[src/rtl/ctl_frame_pkg.sv]
package ctl_frame_pkg;
  parameter int NUM_CH      = 5;
  parameter int CH_WORDS    = 64;
  parameter int GROUP_LINES = 32;
  parameter int NUM_GROUPS  = 3;
  parameter int HDR_LINES   = 2;
  parameter int WORD_W      = 24;
  parameter logic [7:0] SYNC_BYTE = 8'hE8;
  parameter logic [5:0] CMD_CFG   = 6'b111111;

  localparam int CH_W   = $clog2(NUM_CH);
  localparam int SLOT_W = $clog2(CH_WORDS);
  localparam int ROW_W  = $clog2(GROUP_LINES);
  localparam int TYPE_W = 2;

  typedef enum logic [TYPE_W-1:0] {
    REG_CFG = 2'd0,
    REG_PDM = 2'd1,
    REG_CAL = 2'd2
  } regType_e;

  typedef struct packed {
    logic             fwdPl;
    logic             vidPass;
    logic [CH_W-1:0]  chan;
    regType_e         plType;
    logic             hdr;
    logic [ROW_W-1:0] row;
    logic [SLOT_W-1:0] slot;
  } ctlStrobes_t;
endpackage

[src/rtl/ctl_frame_ctrl.sv]
module ctl_frame_ctrl
  import ctl_frame_pkg::*;
#(
  parameter int LINE_W = 10,
  parameter int PIX_W  = 10
) (
  input  logic              clk,
  input  logic              rstN,
  input  logic              pixValid,
  input  logic [WORD_W-1:0] pixData,
  input  logic [LINE_W-1:0] lineIdx,
  input  logic [PIX_W-1:0]  pixIdx,
  output ctlStrobes_t       stb,
  output logic              frameIsCtl
);
  localparam int MAP_LINES = NUM_GROUPS * GROUP_LINES;
  localparam int MAP_PIX   = NUM_CH * CH_WORDS;

  logic sof;
  logic headerMatch;
  logic isCtlNow;
  logic inMap;
  logic inCols;
  logic [TYPE_W-1:0] bandIdx;

  assign sof = pixValid && (lineIdx == '0) && (pixIdx == '0);
  assign headerMatch = (pixData[WORD_W-1 -: 8] == SYNC_BYTE) &&
                       (pixData[WORD_W-9 -: 6] == CMD_CFG);
  assign isCtlNow = sof ? headerMatch : frameIsCtl;
  assign inMap  = lineIdx < LINE_W'(MAP_LINES);
  assign inCols = pixIdx < PIX_W'(MAP_PIX);
  assign bandIdx = lineIdx[ROW_W+TYPE_W-1:ROW_W];

  always_ff @(posedge clk) begin
    if (!rstN) begin
      frameIsCtl <= 1'b0;
    end else if (sof) begin
      frameIsCtl <= headerMatch;
    end
  end

  always_comb begin
    stb         = '0;
    stb.vidPass = pixValid && !isCtlNow;
    stb.fwdPl   = pixValid && isCtlNow && inMap && inCols;
    stb.chan    = pixIdx[SLOT_W+CH_W-1:SLOT_W];
    stb.slot    = pixIdx[SLOT_W-1:0];
    stb.row     = lineIdx[ROW_W-1:0];
    stb.hdr     = lineIdx[ROW_W-1:0] < ROW_W'(HDR_LINES);
    case (bandIdx)
      2'd0:    stb.plType = REG_CFG;
      2'd1:    stb.plType = REG_PDM;
      default: stb.plType = REG_CAL;
    endcase
  end
endmodule

[src/rtl/ctl_frame_datapath.sv]
module ctl_frame_datapath
  import ctl_frame_pkg::*;
(
  input  logic              clk,
  input  logic              rstN,
  input  ctlStrobes_t       stb,
  input  logic [WORD_W-1:0] pixData,
  output logic              vidValid,
  output logic [WORD_W-1:0] vidData,
  output logic [NUM_CH-1:0] plChValid,
  output logic [WORD_W-1:0] plData,
  output logic [TYPE_W-1:0] plType,
  output logic              plHdr,
  output logic [ROW_W-1:0]  plRow,
  output logic [SLOT_W-1:0] plSlot
);
  ctlStrobes_t stbQ;
  logic [WORD_W-1:0] dataQ;

  always_ff @(posedge clk) begin
    if (!rstN) begin
      stbQ <= '0;
    end else begin
      stbQ <= stb;
    end
  end

  always_ff @(posedge clk) begin
    dataQ <= pixData;
  end

  for (genvar c = 0; c < NUM_CH; c++) begin : g_chan
    assign plChValid[c] = stbQ.fwdPl && (stbQ.chan == CH_W'(c));
  end

  assign vidValid = stbQ.vidPass;
  assign vidData  = dataQ;
  assign plData   = dataQ;
  assign plType   = stbQ.plType;
  assign plHdr    = stbQ.hdr;
  assign plRow    = stbQ.row;
  assign plSlot   = stbQ.slot;
endmodule

[src/rtl/ctl_frame_extractor.sv]
module ctl_frame_extractor
  import ctl_frame_pkg::*;
#(
  parameter int LINE_W = 10,
  parameter int PIX_W  = 10
) (
  input  logic              clk,
  input  logic              rstN,
  input  logic              pixValid,
  input  logic [23:0]       pixData,
  input  logic [LINE_W-1:0] lineIdx,
  input  logic [PIX_W-1:0]  pixIdx,
  output logic              vidValid,
  output logic [23:0]       vidData,
  output logic              ctrlFrame,
  output logic [4:0]        plChValid,
  output logic [23:0]       plData,
  output logic [1:0]        plType,
  output logic              plHdr,
  output logic [4:0]        plRow,
  output logic [5:0]        plSlot
);
  ctlStrobes_t stb;

  ctl_frame_ctrl #(.LINE_W(LINE_W), .PIX_W(PIX_W)) u_ctrl (
    .clk(clk), .rstN(rstN), .pixValid(pixValid), .pixData(pixData),
    .lineIdx(lineIdx), .pixIdx(pixIdx), .stb(stb), .frameIsCtl(ctrlFrame)
  );

  ctl_frame_datapath u_dp (
    .clk(clk), .rstN(rstN), .stb(stb), .pixData(pixData),
    .vidValid(vidValid), .vidData(vidData), .plChValid(plChValid),
    .plData(plData), .plType(plType), .plHdr(plHdr), .plRow(plRow),
    .plSlot(plSlot)
  );
endmodule

[config.mk]
export PLATFORM = sky130hd
export DESIGN_NAME = ctl_frame_extractor
export DESIGN_NICKNAME = d
export VERILOG_FILES = /design/src/rtl/ctl_frame_pkg.sv /design/src/rtl/ctl_frame_ctrl.sv /design/src/rtl/ctl_frame_datapath.sv /design/src/rtl/ctl_frame_extractor.sv
export SDC_FILE = /design/constraint.sdc
export NUM_CORES = 1
export LEC_CHECK = 0
export BUFFER_PORTS_ARGS = -buffer_cell sky130_fd_sc_hd__clkbuf_2
export CORE_ASPECT_RATIO = 1.5
export CORE_MARGIN = 1.5
export CORE_UTILIZATION = 30
export CTS_CLUSTER_SIZE = 28
export DETAILED_ROUTE_END_ITERATION = 10
export PLACE_DENSITY_LB_ADDON = 0.12
export RECOVER_POWER = 25
export SLEW_MARGIN = 25
export SYNTH_ARGS = -nofsm -noshare
export SYNTH_HDL_FRONTEND = slang
export SYNTH_SLANG_ARGS = --single-unit
[constraint.sdc]
create_clock -name clk -period 3.25 [get_ports clk]
set_input_delay 0.4875 -clock clk [delete_from_list [all_inputs] [get_ports clk]]
set_output_delay 0.4875 -clock clk [all_outputs]
set_load 0.01 [all_outputs]
; Word-level counts from Yosys, hierarchy flattened
; Index checks and enable logic that the tools add are counted.
[totals]
ff_bits = 44
wordCells = 38
output_inout_bits = 69
in_bits = 47
[op_classes]
eq_ne = 7
order_cmp = 3
reduce_logical = 17
n_mux = 2
[ops]
columns = operator, count
row1 = $logic_not A10 Y1, 2
row2 = $logic_and A1 B1 Y1, 12
row3 = $lt A10 B7 Y1 const B, 1
row4 = $lt A10 B9 Y1 const B, 1
row5 = $eq A8 B8 Y1 const B, 1
row6 = $eq A3 B2 Y1 const B, 2
row7 = $eq A6 B6 Y1 const B, 1
row8 = $lt A5 B2 Y1 const B, 1
row9 = $pmux W2 S2, 1
row10 = $eq A3 B1 Y1 const B, 1
row11 = $eq A3 B3 Y1 const B, 1
row12 = $logic_not A3 Y1, 1
row13 = $eq A2 B1 Y1 const B, 1
row14 = $logic_not A2 Y1, 1
row15 = $logic_not A1 Y1, 1
row16 = $mux W1, 1

; Logic depth before layout (Yosys ltp)
[depth]
depth_word = 7
depth_mapped = 4
mapped_depth_nobuf = 4

; Modules after synthesis
; From an unflattened synthesis, not the netlist that was laid out.
[unflattened]
hier_cells = 142
area_unflattened_um2 = 1631.6
[modules_own_cells]
columns = module, cells_each, n_inst, seq_area_each_um2, area_each_um2
row1 = ctl_frame_datapath, 105, 1, 860.8, 1343.8
row2 = ctl_frame_ctrl, 37, 1, 20.0, 287.8

; Worst setup path after synthesis
; Ideal clock, no wire load.
[synth_timing]
path_kind = input port to flip-flop
from = input port lineIdx[7]
to = register u_dp.stbQ (netlist bit u_dp.vidValid)
arrival_time_ps = 1587
slack_ps = 1547
n_path_buf = 0
required_ps = 3134
stages = 4
setup_time_ps = 116
path_cell_list = nor4_2 > nand4_1 > or4b_4 > and3b_1
[synth_via]
elab_chain_cells = 6
[synth_rtl]
columns = item, line
row1 = "start, declared", ctl_frame_extractor.sv:11  ; input logic [LINE_W-1:0] lineIdx,
row2 = $logic_not A10 Y1, ctl_frame_ctrl.sv:26  ; assign sof = pixValid && (lineIdx == '0) && (pixIdx == '0);
row3 = $logic_and A1 B1 Y1 (2 in series), ctl_frame_ctrl.sv:26
row4 = $mux W1, ctl_frame_ctrl.sv:29  ; assign isCtlNow = sof ? headerMatch : frameIsCtl;
row5 = $logic_not A1 Y1, ctl_frame_ctrl.sv:44  ; stb.vidPass = pixValid && !isCtlNow;
row6 = $logic_and A1 B1 Y1, ctl_frame_ctrl.sv:44
row7 = "end signal, assigned", ctl_frame_datapath.sv:24  ; stbQ <= stb;
row8 = "end, declared", ctl_frame_datapath.sv:17  ; ctlStrobes_t stbQ;
; No other way between the ends.
; A chain may end at the register's enable or synchronous reset.

; Worst setup path in the final report
[layout_timing]
from = register u_dp.stbQ[18] (netlist bit)
to = output port plChValid[0]
[layout_via]
elab_chain_cells = 1
[layout_rtl]
columns = item, line
row1 = $logic_and A1 B1 Y1, ctl_frame_datapath.sv:33  ; assign plChValid[c] = stbQ.fwdPl && (stbQ.chan == CH_W'(c));
row2 = "end, declared", ctl_frame_extractor.sv:16  ; output logic [4:0] plChValid,
; No other way between the ends.

==> flow_metrics.py <==
metrics = {
    "clocking": {
        "h-tree-depth": 2,
        "cts.sinks": 44,
        "cts_made_buffers": 5,
        "clockBufferDepth": 2,
        "cts_resized": 0,
        "root_buffer": "clkbuf_8",
        "cts_hold_buf": 0,
        "path_clk_slew_ns": 0.08,
        "postCtsSetupBuffers": 0,
        "cts_tree": "yes",
        "clock_latency_ns": 0.29,
    },
    "logic_synthesis": {
        "synth_nets": 176,
        "syn-cell-area_sq_um": 1470,
        "synthCells": 129,
        "ys.flop_type": "dfxtp_1",
        "synth-seq-cells": 44,
        "synth_edf_count": 0,
        "ys_warn_count": 0,
        "ys_async_sr_fraction": 0,
        "synthDistinctLibCells": 21,
        "synth.yosys.seq_area_share": 0.598,
        "syn_area_per_cell_sq_um": 11.4,
    },
    "sta": {
        "fin_crit_ns": 1.71,
        "rsz0062_at_grt": "false",
        "final.period_utilization": 0.526,
        "setup_viol": 0,
        "fin_skew_ns": 0.00100,
        "fmax_ghz": 0.585,
        "maxSlewViolCount": 0,
        "relSlewSlack": 0.597,
        "setup_tns_ns": 0,
        "hold_viol": 0,
        "setup_slack_ns": 1.54,
        "worst_pin_slew_ns": 0.604,
    },
    "floorplan": {
        "io_pins": 116,
        "dieArea_sq_um": 5350,
        "chipWidth_microns": 60.2,
        "die_height_microns": 88.8,
        "placementRows": 31,
        "core_sq_um": 4770,
        "initial_utilization": 0.309,
    },
    "drt": {
        "dr_wl_met2_mm": 1.56,
        "firstDrtPassIters": 3,
        "detail_route.iter0.violations": 7,
        "drc": 0,
        "vias_per_cell": 3.93,
        "top_layer": "met4",
        "vias": 1100,
        "route.met3.wl_microns": 317,
        "wire_per_inst_microns": 10.6,
        "wl_met1_mm": 1.04,
        "finalWirelength_mm": 2.98,
        "final_antenna_net_count": 0,
    },
    "run": {
        "drv_cap": 0,
    },
    "finish": {
        "syn_to_final_growth_pct": 32.5,
        "final_util": 0.409,
        "n_antenna_cell": 0,
        "drive_above_1_share": 0.556,
        "final_common_cell": "clkbuf_2",
        "nNetsFinal": 260,
        "layout_common_cells": "107 x clkbuf_2, 44 x dfxtp_1, 16 x and2_1, 8 x clkbuf_1, 5 x clkbuf_8",
        "fillers": 492,
    },
    "global_route": {
        "grt_pass1_wl_mm": 4.39,
        "grt_start_max_net_pins": 20,
        "grt_pass1_vias": 1035,
        "grt_antenna_before_repair": 0,
        "overflow": 0,
        "grt_usage": 0.116,
    },
    "setup_path": {
        "worst_ep_required_time_ns": 2.76,
        "crit_arrival_ns": 1.22,
        "worstSetupStartpointType": "register",
        "rr_endpoint": "u_dp.vidValid$_SDFF_PN0_",
        "worst-r2r-setup-slack_ns": 2.49,
        "path_class": "reg -> out",
        "r2r-start": "u_ctrl.frameIsCtl$_SDFF_PN0_",
        "critical-path-max-stage-delay_ns": 0.33,
        "path_max_fanout": 4,
        "cp_cell_sequence": "nor2b_1 -> nor3b_1 -> clkbuf_2",
        "end_kind": "output pin",
        "rr_worst_depth": 2,
        "critPathSlowestCell": "dfxtp_1",
    },
    "power_and_ir_drop": {
        "power_mw": 1.09,
        "power_leakage_nw": 0.985,
        "p_per_area_nw_per_um2": 561,
        "ir_drop_v": 0.000311,
    },
    "placement": {
        "place_ws_ns": 1.31,
        "hpwlAfterDp_mm": 2.48,
        "io_buffer_count": 115,
        "gp_congestion": 0.682,
    },
    "worst_hold_path": {
        "hold_start": "pixData[6]",
        "min_to": "u_dp.plData[6]$_DFF_P_",
        "hold-path-cell-count": 1,
        "hold_class": "in -> reg",
    },
    "run_status": {
        "status": "finished clean",
    },
}
## area by class of cell
type                    instances  area [sq um]  share of cell area
clock buffers                   5          68.8              0.0353
clock inverters                 3          42.5              0.0218
multi-input cells              47           310               0.159
flip-flops and latches         44           881               0.452
well taps                      66          82.6              0.0423
repair buffers                115           566               0.290
## sequential cells by signal (all words and copies together), names as in the netlist
| register | flops |
|---|---|
| u_dp.plSlot | 6 |
| u_dp.plType | 2 |
| u_dp.plData | 24 |
| u_ctrl.frameIsCtl | 1 |
| u_dp.plHdr | 1 |
| u_dp.stbQ | 4 |
| u_dp.plRow | 5 |
| u_dp.vidValid | 1 |
## critical path: cells and delay by family (launching register included)
kind,cells,cell delay [ns]
buffers and inverters,1,0.17
flip-flops,1,0.33
AND/OR/NAND/NOR,2,0.42
## power breakdown
group          leakage, nW  switching (mW)  internal, mW  total (mW)
logic                0.562          0.0535        0.0524       0.106
clock network       0.0541           0.183         0.227       0.411
registers            0.368          0.0115         0.566       0.577
## per-layer routing
layer / vias up / track usage
met5: - / 0
met4: 0 / 0.0606
met3: 5 / 0.0599
met2: 65 / 0.191
met1: 475 / 0.117
li1: 555 / -
## worst max-delay path by stage
stage / slack [ns] / depth (start not counted) / endpoint / startpoint
after floorplan: 1.55 / 4 / u_dp.vidValid$_SDFF_PN0_ / lineIdx[7]
after global placement: 1.30 / 5 / u_dp.vidValid$_SDFF_PN0_ / lineIdx[6]
after detailed placement: 1.31 / 5 / u_dp.vidValid$_SDFF_PN0_ / lineIdx[6]
after CTS: 1.52 / 3 / plChValid[0] / u_dp.stbQ[18]$_SDFF_PN0_
after global routing: 1.42 / 3 / plChValid[0] / u_dp.stbQ[18]$_SDFF_PN0_
final: 1.54 / 3 / plChValid[0] / u_dp.stbQ[18]$_SDFF_PN0_
## synthesized netlist by cell type (2+ instances only)
cell type / instances / area share
and3b_1: 3 / 0.018
buf_4: 37 / 0.19
nor3b_1: 2 / 0.010
o21ai_0: 2 / 0.0068
nand2_1: 4 / 0.010
and2_1: 16 / 0.068
dfxtp_1: 44 / 0.60
a21oi_1: 2 / 0.0068
nor2_1: 3 / 0.0076
nand4_1: 3 / 0.013
nor4_2: 3 / 0.025
## through the flow
| step | instance area, sq um | instances | hold slack, ns |
|---|---|---|---|
| after global placement | 1850 | 272 | 0.542 |
| after floorplan | 1470 | 129 | 0.515 |
| after detailed placement | 1850 | 272 | 0.540 |
| after CTS | 1960 | 280 | 0.281 |
| final | 1950 | 280 | 0.293 |
| after global routing | 1950 | 280 | 0.270 |
## cell families (layout without fill, tap and decap cells)
kind of cell / after synthesis / in the layout / synth area share
buf+inv: 38 / 123 / 0.191
flops: 44 / 44 / 0.598
compound gates: 5 / 5 / 0.0187
simple gates: 42 / 42 / 0.192
Power figures use the tool's default switching activity.
